<file path="config.mk">
export PLATFORM = sky130hd
export DESIGN_NAME = gfifo2_top
export DESIGN_NICKNAME = d
export VERILOG_FILES = /design/src/rtl/gfifo2_pkg.sv /design/src/rtl/gfifo2_rr_arb.sv /design/src/rtl/gfifo2_store.sv /design/src/rtl/gfifo2_top.sv
export SDC_FILE = /design/constraint.sdc
export NUM_CORES = 1
export LEC_CHECK = 0
export BUFFER_PORTS_ARGS = -buffer_cell sky130_fd_sc_hd__buf_2
export CAP_MARGIN = 20
export CORE_ASPECT_RATIO = 0.7
export CORE_UTILIZATION = 45
export CTS_BUF_LIST = sky130_fd_sc_hd__clkbuf_16
export DETAILED_ROUTE_END_ITERATION = 7
export GPL_TIMING_DRIVEN = 0
export HOLD_SLACK_MARGIN = 0.1
export MAX_ROUTING_LAYER = met4
export PLACE_DENSITY = 0.76
export SYNTH_ARGS = -nofsm -noshare
export SYNTH_HDL_FRONTEND = slang
export SYNTH_HIERARCHICAL = 1
export SYNTH_SLANG_ARGS = --single-unit
</file>
<file path="constraint.sdc">
create_clock -name clk -period 5.2 [get_ports clk]
set_input_delay 1.04 -clock clk [delete_from_list [all_inputs] [get_ports clk]]
set_output_delay 1.04 -clock clk [all_outputs]
set_load 0.01 [all_outputs]
</file>
<file path="src/rtl/gfifo2_pkg.sv">
package gfifo2_pkg;

  // Round-robin pick among two requesters; pri names the favoured client.
  function automatic logic [1:0] rr_pick(input logic [1:0] req, input logic pri);
    if (req == 2'b11) rr_pick = pri ? 2'b10 : 2'b01;
    else              rr_pick = req;
  endfunction

  // Occupancy step for one cycle of push/pop.
  function automatic logic [7:0] occ_step(input logic [7:0] occ, input logic push, input logic pop);
    case ({push, pop})
      2'b10:   occ_step = occ + 8'd1;
      2'b01:   occ_step = occ - 8'd1;
      default: occ_step = occ;
    endcase
  endfunction

endpackage

</file>
<file path="src/rtl/gfifo2_rr_arb.sv">
module gfifo2_rr_arb
  import gfifo2_pkg::*;
(
  input  logic       clk,
  input  logic       rst_n,
  input  logic [1:0] req,
  input  logic       take,
  output logic [1:0] gnt
);
  logic pri;
  logic contest_used;

  assign gnt          = rr_pick(req, pri);
  assign contest_used = (req == 2'b11) && take;

  always_ff @(posedge clk) begin
    if (!rst_n)            pri <= 1'b0;
    else if (contest_used) pri <= ~pri;
  end
endmodule

</file>
<file path="src/rtl/gfifo2_store.sv">
module gfifo2_store
  import gfifo2_pkg::*;
#(
  parameter int WIDTH = 8,
  parameter int DEPTH = 4,
  localparam int AW = $clog2(DEPTH),
  localparam int CW = AW + 1
) (
  input  logic             clk,
  input  logic             rst_n,
  input  logic             push,
  input  logic             pop,
  input  logic [WIDTH-1:0] din,
  output logic [WIDTH-1:0] dout,
  output logic [CW-1:0]    occ,
  output logic             full,
  output logic             empty
);
  logic [WIDTH-1:0] mem [DEPTH];
  logic [AW-1:0]    wr_ptr, rd_ptr;
  logic [7:0]       occ_wide;

  assign occ_wide = occ_step(8'(occ), push, pop);
  assign full     = (occ == CW'(DEPTH));
  assign empty    = (occ == '0);
  assign dout     = mem[rd_ptr];

  always_ff @(posedge clk) begin
    if (!rst_n) begin
      wr_ptr <= '0;
      rd_ptr <= '0;
      occ    <= '0;
    end else begin
      if (push) wr_ptr <= wr_ptr + 1'b1;
      if (pop)  rd_ptr <= rd_ptr + 1'b1;
      occ <= occ_wide[CW-1:0];
    end
  end

  always_ff @(posedge clk) begin
    if (push) mem[wr_ptr] <= din;
  end
endmodule

</file>
<file path="src/rtl/gfifo2_top.sv">
module gfifo2_top
  import gfifo2_pkg::*;
#(
  parameter int WIDTH = 8,
  parameter int DEPTH = 4,
  localparam int CW = $clog2(DEPTH) + 1
) (
  input  logic             clk,
  input  logic             rst_n,
  input  logic [1:0]       enq_req,
  input  logic [1:0]       enq_en,
  input  logic [WIDTH-1:0] enq_data0,
  input  logic [WIDTH-1:0] enq_data1,
  output logic [1:0]       enq_rdy,
  input  logic [1:0]       deq_req,
  input  logic [1:0]       deq_en,
  output logic [1:0]       deq_rdy,
  output logic             head_rdy,
  output logic [WIDTH-1:0] head_data
);
  logic [1:0]       enq_gnt, deq_gnt;
  logic [1:0]       enq_fire, deq_fire;
  logic             do_enq, do_deq;
  logic             full, empty;
  logic [CW-1:0]    occ;
  logic [WIDTH-1:0] din;

  gfifo2_rr_arb u_enq_arb (.clk(clk), .rst_n(rst_n), .req(enq_req), .take(do_enq), .gnt(enq_gnt));
  gfifo2_rr_arb u_deq_arb (.clk(clk), .rst_n(rst_n), .req(deq_req), .take(do_deq), .gnt(deq_gnt));

  assign enq_rdy  = enq_gnt & {2{~full}};
  assign deq_rdy  = deq_gnt & {2{~empty}};
  assign head_rdy = ~empty;

  assign enq_fire = enq_en & enq_rdy;
  assign deq_fire = deq_en & deq_rdy;
  assign do_enq   = |enq_fire;
  assign do_deq   = |deq_fire;
  assign din      = enq_fire[1] ? enq_data1 : enq_data0;

  gfifo2_store #(.WIDTH(WIDTH), .DEPTH(DEPTH)) u_store (
    .clk(clk), .rst_n(rst_n), .push(do_enq), .pop(do_deq), .din(din),
    .dout(head_data), .occ(occ), .full(full), .empty(empty)
  );
endmodule

</file>
* After elaboration in Yosys (flattened, before gate mapping) *
Memory sizes are Yosys's and may differ from the RTL's. A register that Yosys moved wholly into a read port is not among the register bits.
Cells that the tools add are included.

storage, ports and cells
  output and inout bits = 13
  memories kept = 1
  latch bits = 0
  memory bits (read-only) = 0
  RAM bits = 32
  register bits after elaboration = 9
  bits of input ports = 26

cells by class
  muxes and demuxes = 10
  eq/ne operators = 5
  bitwise operators = 8
  $lt $le $gt $ge = 0
  divide/modulo/power cells = 0
  reduce and logical (&&, ||, !) cells = 6
  add/sub/neg operators = 4
  multiply operators = 0
  shift-type cells = 0

memory list
  name         words  width  read ports  clocked after Yosys merged registers in  wr ports  line                source
  u_store.mem  4      8      1           1                                        1         gfifo2_store.sv:19  logic [WIDTH-1:0] mem [DEPTH];

operators with widths
  cell                 number
  $mux 2               6
  $and 2x2->2          4
  $mux 8               1
  $eq 2x2->1 const B   3
  $pmux 3 s2           1
  $add 2x1->2 const B  2
  $not 1->1            4
  $reduce_or 2->1      2
  $add 3x1->3 const B  1
  $eq 3x3->1 const B   1
  $logic_not 3->1      1
  $sub 3x1->3 const B  1
  $eq 2x1->1 const B   1
  $logic_and 1x1->1    2
  $mux 1               2
  $reduce_bool 2->1    1

* Depth between registers and ports, before layout *
Gate-level depths: netlist of the first run.

  depth after elaboration = 7
  mapped depth = 11

* Hierarchy *
Netlist of the first run, hierarchy kept.

modules (own cells, without submodules)
  module         instances  area each (µm²)  cells each
  gfifo2_store   1          1607.8           88
  gfifo2_top     1          162.7            18
  gfifo2_rr_arb  2          63.8             8

* Worst setup path before layout of the first run *
OpenSTA, ideal clock, no wires.

  path kind = input-to-reg
  start point = in enq_req[1]
  end point = reg u_store.occ[2]
  path slack = 2273 ps
  stages on the path = 10
  arrival time = 2857 ps
  path through = a21boi_0 a22oi_1 nor2_1 inv_1 ha_1 inv_1 fa_1 xor2_1 or3_1 a21boi_1

on the way
  cells in the longest elaborated chain, start to end = 7

ends and longest elaborated chain
  item                                             line                source
  start: declaration                               gfifo2_top.sv:10    input logic [1:0] enq_req,
  $eq 2x2->1                                       gfifo2_pkg.sv:5     if (req == 2'b11) rr_pick = pri ? 2'b10 : 2'b01;
  $mux 2 (*)                                       gfifo2_pkg.sv:5
  $and 2x2->2 (*)                                  gfifo2_top.sv:31    assign enq_rdy = enq_gnt & {2{~full}};
  $and 2x2->2 (*)                                  gfifo2_top.sv:35    assign enq_fire = enq_en & enq_rdy;
  $reduce_or 2->1 (*)                              gfifo2_top.sv:37    assign do_enq = |enq_fire;
  named net do_enq                                 gfifo2_top.sv:23    logic do_enq, do_deq;
  $eq 2x1->1 or $eq 2x2->1 (tied branches)         gfifo2_pkg.sv:11    case ({push, pop})
  $pmux 3 s2 or $reduce_bool 2->1 (tied branches)  -
  end signal: assignment                           gfifo2_store.sv:36  occ <= occ_wide[CW-1:0];
  end: declaration                                 gfifo2_store.sv:15  output logic [CW-1:0] occ,

Mark *: on every way through the listed nets, which the timed path passes. The rest lies on a longest branch.
A chain may end at the register's enable or synchronous reset.

* Final worst setup path of the first run *
  start point = in enq_req[0]
  end point = reg u_store.occ[2]

on the way
  cells in the longest elaborated chain, start to end = 7

ends and longest elaborated chain
  item                                             line              source
  $eq 2x2->1 (*)                                   gfifo2_pkg.sv:5
  $mux 2 (*)                                       gfifo2_pkg.sv:5
  named net enq_gnt[1]                             gfifo2_top.sv:21  logic [1:0] enq_gnt, deq_gnt;
  $and 2x2->2 (*)                                  gfifo2_top.sv:31
  $and 2x2->2 (*)                                  gfifo2_top.sv:35
  $reduce_or 2->1 (*)                              gfifo2_top.sv:37
  named net do_enq                                 gfifo2_top.sv:23
  $eq 2x1->1 or $eq 2x2->1 (tied branches)         gfifo2_pkg.sv:11
  $pmux 3 s2 or $reduce_bool 2->1 (tied branches)  -

Marked as above.

==> flow_summary.json, run 1 <==
{
  "timing_worst_setup_path_type": "in -> reg",
  "synthCells": 122,
  "finalHoldViolations": 0,
  "nets": 199,
  "fillCellCount": 319,
  "synth_seq_cells": 43,
  "numCtsBuffers": 5,
  "final_layout_size_suffix_gt1_share_pct": 38.1,
  "post-route-period-util_pct": 62.6,
  "core_area_sq_um": 3970,
  "number_of_diodes": 0,
  "fin_worst_skew_ps": 4.72,
  "dp_hpwl_um": 2580,
  "period_needed_ps": 3260,
  "drtPass1Iterations": 4,
  "initial_utilization_pct": 47.8,
  "cts_post_setup_buffers_inserted": 0,
  "crit_fanout": 8,
  "drv_slew": 0,
  "global_route.overflow_total": 0,
  "clock_tree.buffer_depth": 2,
  "die_x_um": 79.6,
  "syn-mean-instance-area_sq_um": 15.6,
  "instances_no_fill": 220,
  "cts-htree-levels": 2,
  "power_density_nw_per_um2": 421,
  "fp.dieArea_sq_um": 4490,
  "placedCellCount": 212,
  "power.switching_fraction_pct": 27.6,
  "post_cts.resized_instances": 0,
  "num_vias": 1144,
  "pwr-share-comb_pct": 25.5,
  "peakVddDrop_v": 0.000187,
  "mostFrequentLayoutCells": "sky130_fd_sc_hd__buf_2, sky130_fd_sc_hd__edfxtp_1, sky130_fd_sc_hd__dfxtp_1, sky130_fd_sc_hd__inv_1, sky130_fd_sc_hd__and2_1",
  "drc": 0,
  "yosysWarningCount": 6,
  "p_leak_uw": 0.000900,
  "total_power_uw": 965,
  "cts.sink_count": 43,
  "crit_path_end_kind": "register",
  "number_of_global_route_vias_before_repair": 1250,
  "rows": 19,
  "final_antenna_net_count": 0,
  "worst_setup_path_start_kind": "input port",
  "syn-num-nets": 154,
  "synth.yosys.seq_area_share_pct": 62.2,
  "finalSetupViolations": 0,
  "routabilityCongestion": 0.769,
  "clkSlewWorstSetupHoldPaths_ps": 60,
  "internal_power_uw": 699,
  "globalRouteTotalUtil_pct": 19.4,
  "tritoncts_clock_tree": "built",
  "power.share.clock_pct": 30.4,
  "crit_required_ps": 5410,
  "post_drt_wl_per_cell_um": 16.7,
  "portBuffers": 38,
  "detailedRoute.firstIterationViolations": 87,
  "mappedNetlistArea_sq_um": 1900,
  "crit-reg2reg-launch": "u_enq_arb/pri",
  "quantity_of_hold_fixing_buffers_added_after_cts": 0,
  "status": "completed",
  "hold_path_startpoint": "u_enq_arb/pri",
  "sequentialPowerShare_pct": 44.1,
  "final_common_cell": "sky130_fd_sc_hd__buf_2",
  "grt_start_max_net_pins": 14,
  "yosys.cell_types.count": 27,
  "worst_ep_arrival_time_ps": 3470,
  "hold_path.class": "reg -> reg",
  "fmax_ghz": 0.307,
  "grt_setup_unrepaired": "false",
  "clock_insertion_delay_worst_skew_ps": 280,
  "startpoint": "enq_req[0]",
  "utilization_pct": 57.8,
  "tns_ps": 0,
  "boundaryPins": 39,
  "max_cap_viol_count": 0,
  "grt_pass1_wl_um": 5870,
  "switchingPower_uw": 266,
  "area_delta_synth_final_pct": 20.9,
  "cts-root-buf": "sky130_fd_sc_hd__clkbuf_16",
  "antenna_found_initial": 0,
  "maxSlewHeadroom_pct": 63.7,
  "routed_wirelength_um": 3680,
  "post_drt_via_cell_ratio": 5.20,
  "tightest_slew_ps": 540,
  "floorplan.die.height_um": 56.3
}
[worst paths after layout]
path	endpoint	slack, ps	depth (start not counted)
max reg2reg	u_store/occ[2]	2430	11
min reg2reg	u_enq_arb/pri	490	2
min	u_enq_arb/pri	490	2
max	u_store/occ[2]	1940	11
[per-layer routing]
layer / up-vias / global-route usage [%] / share of wire, %
li1: 536 / - / -
met1: 575 / 19.4 / 37
met2: 26 / 35.4 / 57
met3: 7 / 4.55 / 3.8
met4: 0 / 9.09 / 1.9
met5: - / - / 0
[final cells by class]
| class | instances | area [sq um] | share of cell area, % |
|---|---|---|---|
| buffer | 2 | 16.3 | 0.709 |
| clock buffer | 5 | 125 | 5.45 |
| clock inverter | 3 | 16.3 | 0.709 |
| inverter | 9 | 33.8 | 1.47 |
| multi-input combinational | 68 | 667 | 29.1 |
| sequential | 43 | 1180 | 51.5 |
| tap | 52 | 65.1 | 2.84 |
| timing repair buffer | 38 | 190 | 8.29 |
[worst max-delay path: stages]
cell and delay (ps):
sky130_fd_sc_hd__buf_2 110, sky130_fd_sc_hd__a21boi_0 460, sky130_fd_sc_hd__a22oi_1 150, sky130_fd_sc_hd__nor2_1 450, sky130_fd_sc_hd__inv_1 110, sky130_fd_sc_hd__ha_1 270
sky130_fd_sc_hd__inv_1 90, sky130_fd_sc_hd__fa_1 200, sky130_fd_sc_hd__xor2_1 90, sky130_fd_sc_hd__or3_1 340, sky130_fd_sc_hd__a21boi_1 170
[cell usage after synthesis]
cell,number,area [sq um]
sky130_fd_sc_hd__edfxtp_1,32,961
sky130_fd_sc_hd__dfxtp_1,11,220
sky130_fd_sc_hd__and2_1,10,62.6
sky130_fd_sc_hd__inv_1,9,33.8
sky130_fd_sc_hd__mux2_2,8,90.1
sky130_fd_sc_hd__mux4_2,8,180
sky130_fd_sc_hd__ha_1,5,62.6
sky130_fd_sc_hd__a21boi_0,4,30.0
sky130_fd_sc_hd__nand2_1,4,15.0
sky130_fd_sc_hd__nor2b_1,4,25.0
sky130_fd_sc_hd__mux2i_1,3,30.0
sky130_fd_sc_hd__xor2_1,3,26.3
sky130_fd_sc_hd__a22oi_1,2,15.0
sky130_fd_sc_hd__nand2b_1,2,12.5
sky130_fd_sc_hd__nand3_1,2,10.0
sky130_fd_sc_hd__nor2_1,2,7.51
sky130_fd_sc_hd__o21ai_0,2,10.0
sky130_fd_sc_hd__xnor2_1,2,17.5
sky130_fd_sc_hd__a21boi_1,1,7.51
sky130_fd_sc_hd__and2b_1,1,7.51
sky130_fd_sc_hd__and3_1,1,6.26
sky130_fd_sc_hd__buf_6,1,11.3
sky130_fd_sc_hd__clkbuf_2,1,5.00
sky130_fd_sc_hd__fa_1,1,20.0
sky130_fd_sc_hd__nand3b_4,1,20.0
sky130_fd_sc_hd__nor3_1,1,5.00
sky130_fd_sc_hd__or3_1,1,6.26
[cell families (layout without fill, tap and decap cells)]
kind of cell / Yosys count / count (layout) / share of synthesized area [%]
mux: 19 / 19 / 15.8
compound gates: 9 / 9 / 3.30
flops: 43 / 43 / 62.2
fa+ha+maj: 6 / 6 / 4.35
buf+inv: 11 / 57 / 2.64
xor+xnor: 5 / 5 / 2.31
simple gates: 29 / 29 / 9.36
[flip-flops by register name, summed over array words and instances, names as in the netlist, named ones only]
signal          cells
u_store/rd_ptr      2
u_deq_arb/pri       1
u_enq_arb/pri       1
u_store/occ         3
u_store/wr_ptr      2
u_store/mem        32
[per-stage QoR]
step	cell area, sq um	hold WS, ps	worst slack (ps)
floorplan	1900	456	2270
global placement	2150	467	2020
detailed placement	2150	475	1740
CTS	2290	487	2000
global route	2290	523	1870
finish	2290	490	1940
[power groups by stage]
stage               clock network, uW  registers [uW]  logic [uW]
floorplan                           0             427         167
global placement                    0             429         228
CTS                               301             426         248
detailed placement                  0             432         245
finish                            294             426         246
global route                      312             429         266
Note: power is estimated with default switching activity, not from simulation.
==> run 2, diff against run 1 <==
--- a/config.mk
+++ b/config.mk
@@ -14,7 +14,7 @@
 export GPL_TIMING_DRIVEN = 0
 export HOLD_SLACK_MARGIN = 0.1
 export MAX_ROUTING_LAYER = met4
-export PLACE_DENSITY = 0.76
+export PLACE_DENSITY = 0.78
 export SYNTH_ARGS = -nofsm -noshare
 export SYNTH_HDL_FRONTEND = slang
 export SYNTH_HIERARCHICAL = 1
==> constraint.sdc (replaced) <==
create_clock -name clk -period 2.8 [get_ports clk]
set_input_delay 0.56 -clock clk [delete_from_list [all_inputs] [get_ports clk]]
set_output_delay 0.56 -clock clk [all_outputs]
set_load 0.01 [all_outputs]
==> run 2 against run 1 <==
Sequential power rose by 85%. Critical path type unchanged. Setup slack got worse by 1600 ps. Cell area fell by 0.16%. Flip-flop and latch count did not move. Die area did not move. Highest routed layer unchanged. First-iteration DRC count fell by 28%. Critical endpoint unchanged.
==> flow_summary.json, run 2 (same netlist as run 1, synthesis figures left out) <==
{
  "layout_top_registers": "u_store/mem: 32 flops, u_store/occ: 3 flops",
  "num_vias": 1119,
  "period_needed_ps": 2490,
  "global_route.overflow_total": 0,
  "hold_path.class": "reg -> reg",
  "grt_pass1_wl_um": 5540,
  "startpoint": "enq_req[1]",
  "cts-htree-levels": 2,
  "registers.top_by_ff_count": "u_store/mem",
  "dp_hpwl_um": 2460,
  "status": "completed",
  "worst_setup_path_start_kind": "input port",
  "fin_worst_skew_ps": 2.06,
  "fmax_ghz": 0.402,
  "globalRouteTotalUtil_pct": 17.7,
  "holdWs_ps": 484,
  "drtPass1Iterations": 4,
  "nets": 199,
  "cts-root-buf": "sky130_fd_sc_hd__clkbuf_16",
  "number_of_diodes": 0,
  "numCtsBuffers": 5,
  "total_power_uw": 1760,
  "grt_start_max_net_pins": 13,
  "utilization_pct": 57.7,
  "crit_fanout": 8,
  "tritoncts_clock_tree": "built",
  "post_drt_via_cell_ratio": 5.09,
  "detailedRoute.firstIterationViolations": 63,
  "final_common_cell": "sky130_fd_sc_hd__buf_2",
  "p_leak_uw": 0.000906,
  "number_of_global_route_vias_before_repair": 1238,
  "post_drt_wl_per_cell_um": 15.0,
  "finalSetupViolations": 0,
  "largest_register_ff_count": 32,
  "max_cap_viol_count": 0,
  "peakVddDrop_v": 0.000341,
  "initial_utilization_pct": 47.8,
  "fp.dieArea_sq_um": 4490,
  "final_antenna_net_count": 0,
  "core_area_sq_um": 3970,
  "cts.sink_count": 43,
  "post-route-period-util_pct": 88.8,
  "tns_ps": 0,
  "boundaryPins": 39,
  "finalHoldViolations": 0,
  "final_layout_size_suffix_gt1_share_pct": 37.5,
  "area_delta_synth_final_pct": 20.7,
  "floorplan.die.height_um": 56.3,
  "crit-reg2reg-launch": "u_deq_arb/pri",
  "drv_slew": 0,
  "power_density_nw_per_um2": 770,
  "tightest_slew_ps": 489,
  "rows": 19,
  "drc": 0,
  "crit_required_ps": 3010,
  "routed_wirelength_um": 3290,
  "worst_ep_arrival_time_ps": 2690,
  "routabilityCongestion": 0.742,
  "maxSlewHeadroom_pct": 67.3,
  "hold_path_startpoint": "u_enq_arb/pri",
  "clock_tree.buffer_depth": 2,
  "portBuffers": 38,
  "clock_insertion_delay_worst_skew_ps": 280,
  "timing_worst_setup_path_type": "in -> reg",
  "cts_post_setup_buffers_inserted": 0,
  "clkSlewWorstSetupHoldPaths_ps": 50,
  "die_x_um": 79.6,
  "crit_path_end_kind": "register",
  "mostFrequentLayoutCells": "sky130_fd_sc_hd__buf_2, sky130_fd_sc_hd__edfxtp_1, sky130_fd_sc_hd__inv_1, sky130_fd_sc_hd__dfxtp_1, sky130_fd_sc_hd__and2_1",
  "grt_setup_unrepaired": "false",
  "antenna_found_initial": 0
}
-- run 2: power breakdown --
group	internal, uW	switching [uW]	leakage (uW)	total [uW]
clock	321	206	0.0000762	528
combinational	216	229	0.000448	446
sequential	756	34.0	0.000381	790
-- run 2: stage by stage --
| step | area [sq um] | cells | setup slack [ps] |
|---|---|---|---|
| floorplan | 1900 | 122 | 353 |
| global placement | 2150 | 212 | 94.7 |
| detailed placement | 2150 | 212 | -94.7 |
| CTS | 2290 | 220 | 185 |
| global route | 2290 | 220 | 62.4 |
| finish | 2290 | 220 | 314 |
-- run 2: timing repair --
action | CTS | global route
setup endpoints to repair | 0 | 2
gates resized for setup | 0 | 1
hold buffers | 0 | 0
hold endpoints to repair | 0 | 0
-- run 2: critical path: stages --
cell and delay [ps]:
sky130_fd_sc_hd__buf_2 100, sky130_fd_sc_hd__a21boi_1 350, sky130_fd_sc_hd__a22oi_1 120, sky130_fd_sc_hd__nor2_1 400, sky130_fd_sc_hd__inv_1 100, sky130_fd_sc_hd__ha_1 240, sky130_fd_sc_hd__inv_1 70, sky130_fd_sc_hd__fa_1 180
sky130_fd_sc_hd__xor2_1 80, sky130_fd_sc_hd__or3_1 340, sky130_fd_sc_hd__a21boi_1 160
-- run 2: final cells by class --
cell class	instances	area, sq um
Buffer	2	16.3
Clock buffer	5	125
Clock inverter	3	12.5
Fill cell	303	1680
Inverter	9	33.8
Multi-Input combinational cell	68	667
Sequential cell	43	1180
Tap cell	52	65.1
Timing Repair Buffer	38	190
-- run 2: final timing paths --
path | cells after the start | end | slack [ps]
worst max-delay path | 11 | u_store/occ[2] | 310
worst min-delay path | 2 | u_enq_arb/pri | 480
worst max register to register | 10 | u_store/occ[2] | 330
worst min register to register | 2 | u_enq_arb/pri | 480
-- run 2: per-layer routing --
layer / part of all wire (%) / vias up / GRT usage (%)
li1: - / 534 / -
met1: 39 / 555 / 19.4
met4: 1.7 / 0 / 8.83
met5: 0 / - / -
met2: 55 / 24 / 30.5
met3: 3.8 / 6 / 3.74
==> run 3, diff against run 2 <==
--- a/config.mk
+++ b/config.mk
@@ -8,13 +8,13 @@
 export BUFFER_PORTS_ARGS = -buffer_cell sky130_fd_sc_hd__buf_2
 export CAP_MARGIN = 20
 export CORE_ASPECT_RATIO = 0.7
-export CORE_UTILIZATION = 45
+export CORE_UTILIZATION = 35
 export CTS_BUF_LIST = sky130_fd_sc_hd__clkbuf_16
 export DETAILED_ROUTE_END_ITERATION = 7
 export GPL_TIMING_DRIVEN = 0
 export HOLD_SLACK_MARGIN = 0.1
 export MAX_ROUTING_LAYER = met4
-export PLACE_DENSITY = 0.78
+export PLACE_DENSITY = 0.65
 export SYNTH_ARGS = -nofsm -noshare
 export SYNTH_HDL_FRONTEND = slang
 export SYNTH_HIERARCHICAL = 1
==> run 3 against run 2 <==
Clock power up 2%. Routed wire length increased by 4.7%. Register-to-register slack gained 30 ps. Clock skew up 2.6 ps. Setup slack gained 32 ps. Worst hold slack improved by 18 ps. First-iteration DRC count fell by 22%. Sequential power about the same. Combinational power about the same. Sequential share of layout area fell by 0.64 points. Total power is 0.63% higher. Critical path type unchanged. Largest cell class unchanged. Largest power group unchanged.
==> flow_summary.json, run 3 (same netlist as run 1, synthesis figures left out) <==
{
  "status": "completed",
  "worst_ep_arrival_time_ps": 2660,
  "largest_register_ff_count": 32,
  "pwr-share-comb_pct": 25.2,
  "mostFrequentLayoutCells": "sky130_fd_sc_hd__buf_2, sky130_fd_sc_hd__edfxtp_1, sky130_fd_sc_hd__dfxtp_1, sky130_fd_sc_hd__inv_1, sky130_fd_sc_hd__and2_1",
  "global_route.overflow_total": 0,
  "crit_end": "u_store/occ[2]",
  "initial_utilization_pct": 36.3,
  "drv_slew": 0,
  "internal_power_uw": 1300,
  "cts.sink_count": 43,
  "drc": 0,
  "final_common_cell": "sky130_fd_sc_hd__buf_2",
  "hold_path.class": "reg -> reg",
  "peakVddDrop_v": 0.000280,
  "antenna_found_initial": 0,
  "numCtsBuffers": 5,
  "switchingPower_uw": 477,
  "crit-reg2reg-launch": "u_enq_arb/pri",
  "tightest_slew_ps": 486,
  "fin_worst_skew_ps": 4.65,
  "worstRegToRegCells": 11,
  "crit_required_ps": 3010,
  "fp.dieArea_sq_um": 5730,
  "power.switching_fraction_pct": 26.9,
  "routabilityCongestion": 0.778,
  "power_density_nw_per_um2": 765,
  "number_of_global_route_vias_before_repair": 1190,
  "fmax_ghz": 0.407,
  "detailedRoute.firstIterationViolations": 49,
  "routed_wirelength_um": 3440,
  "area_delta_synth_final_pct": 22.2,
  "final_antenna_net_count": 0,
  "rows": 22,
  "crit_fanout": 8,
  "boundaryPins": 39,
  "grt_start_max_net_pins": 14,
  "num_vias": 1112,
  "floorplan.die.height_um": 63.6,
  "period_needed_ps": 2450,
  "cts-htree-levels": 2,
  "power.share.clock_pct": 30.3,
  "quantity_of_hold_fixing_buffers_added_after_cts": 0,
  "total_power_uw": 1770,
  "finalSetupViolations": 0,
  "clkSlewWorstSetupHoldPaths_ps": 60,
  "worstReg2RegEnd": "u_store/occ[2]",
  "grt_setup_unrepaired": "false",
  "final_layout_size_suffix_gt1_share_pct": 38.1,
  "number_of_diodes": 0,
  "core_area_sq_um": 5230,
  "sequentialPowerShare_pct": 44.5,
  "cts_post_setup_buffers_inserted": 0,
  "timing_worst_setup_path_type": "in -> reg",
  "max_cap_viol_count": 0,
  "layout_top_registers": "u_store/mem: 32 flops, u_store/occ: 3 flops",
  "nets": 199,
  "globalRouteTotalUtil_pct": 13.8,
  "portBuffers": 38,
  "cts-root-buf": "sky130_fd_sc_hd__clkbuf_16",
  "die_x_um": 90.0,
  "finalHoldViolations": 0,
  "startpoint": "enq_req[1]",
  "post-route-period-util_pct": 87.7,
  "clock_insertion_delay_worst_skew_ps": 280,
  "timing.final.ws_setup_ps": 346,
  "registers.top_by_ff_count": "u_store/mem",
  "clock_tree.buffer_depth": 2,
  "tritoncts_clock_tree": "built",
  "worst-r2r-setup-slack_ps": 360,
  "post_drt_via_cell_ratio": 4.63,
  "worst_setup_path_start_kind": "input port",
  "post_cts.resized_instances": 0,
  "p_leak_uw": 0.000901,
  "crit_path_end_kind": "register",
  "grt_pass1_wl_um": 5640,
  "preCtsSetupSlack_ps": -109,
  "maxSlewHeadroom_pct": 67.5,
  "post_drt_wl_per_cell_um": 14.3,
  "drtPass1Iterations": 4
}
-- run 3: cell types whose count changed in the layout (fill, tap and decap cells not counted), sizes merged --
| cell | delta |
|---|---|
| clkinvlp | +1 |
| inv | -1 |
-- run 3: area by class of cell --
cell class	count	area, sq um
fillers	479	2910
well taps	72	90.1
plain buffers	2	16.3
multi-input cells	68	667
inverters	9	33.8
repair buffers	38	190
flip-flops and latches	43	1180
clock buffers	5	125
clock inverters	3	16.3
-- run 3: worst min-delay path by stage --
stage | depth (start not counted) | to | slack [ps] | start
after floorplan | 2 | u_deq_arb/pri | 460 | u_deq_arb/pri
after global placement | 2 | u_deq_arb/pri | 460 | u_deq_arb/pri
after detailed placement | 2 | u_enq_arb/pri | 490 | u_enq_arb/pri
after CTS | 2 | u_enq_arb/pri | 500 | u_enq_arb/pri
after global routing | 2 | u_deq_arb/pri | 530 | u_deq_arb/pri
final | 2 | u_enq_arb/pri | 500 | u_enq_arb/pri
-- run 3: power groups by stage --
stage          combinational (uW)  sequential [uW]  clock (uW)
3_3_place_gp                  426              796           0
3_5_place_dp                  455              804           0
6_report                      447              789         538
2_1_floorplan                 311              792           0
4_1_cts                       457              791         558
5_1_grt                       502              796         586
-- run 3: routing by layer --
metal | part of all wire (%) | global-route usage, %
met1 | 43 | 15.0
met4 | 1.7 | 5.24
met3 | 4.8 | 4.47
met5 | 0 | -
met2 | 51 | 23.7
-- run 3: stage by stage --
stage	setup TNS [ps]	hold WS [ps]	instance area, sq um	cells	utilization [%]
detailed placement	-198	491	2180	232	41.7
floorplan	0	456	1900	122	-
global route	0	527	2320	240	44.4
CTS	0	501	2320	240	44.4
finish	0	501	2320	240	44.4
global placement	0	465	2180	232	41.7
-- run 3: worst max-delay path, cell delays in order --
cell and delay, ps:
sky130_fd_sc_hd__buf_2 100, sky130_fd_sc_hd__a21boi_1 360, sky130_fd_sc_hd__a22oi_1 120, sky130_fd_sc_hd__nor2_1 400
sky130_fd_sc_hd__inv_1 100, sky130_fd_sc_hd__ha_1 240, sky130_fd_sc_hd__inv_1 70, sky130_fd_sc_hd__fa_1 180
sky130_fd_sc_hd__xor2_1 80, sky130_fd_sc_hd__or3_1 310, sky130_fd_sc_hd__a21boi_1 140
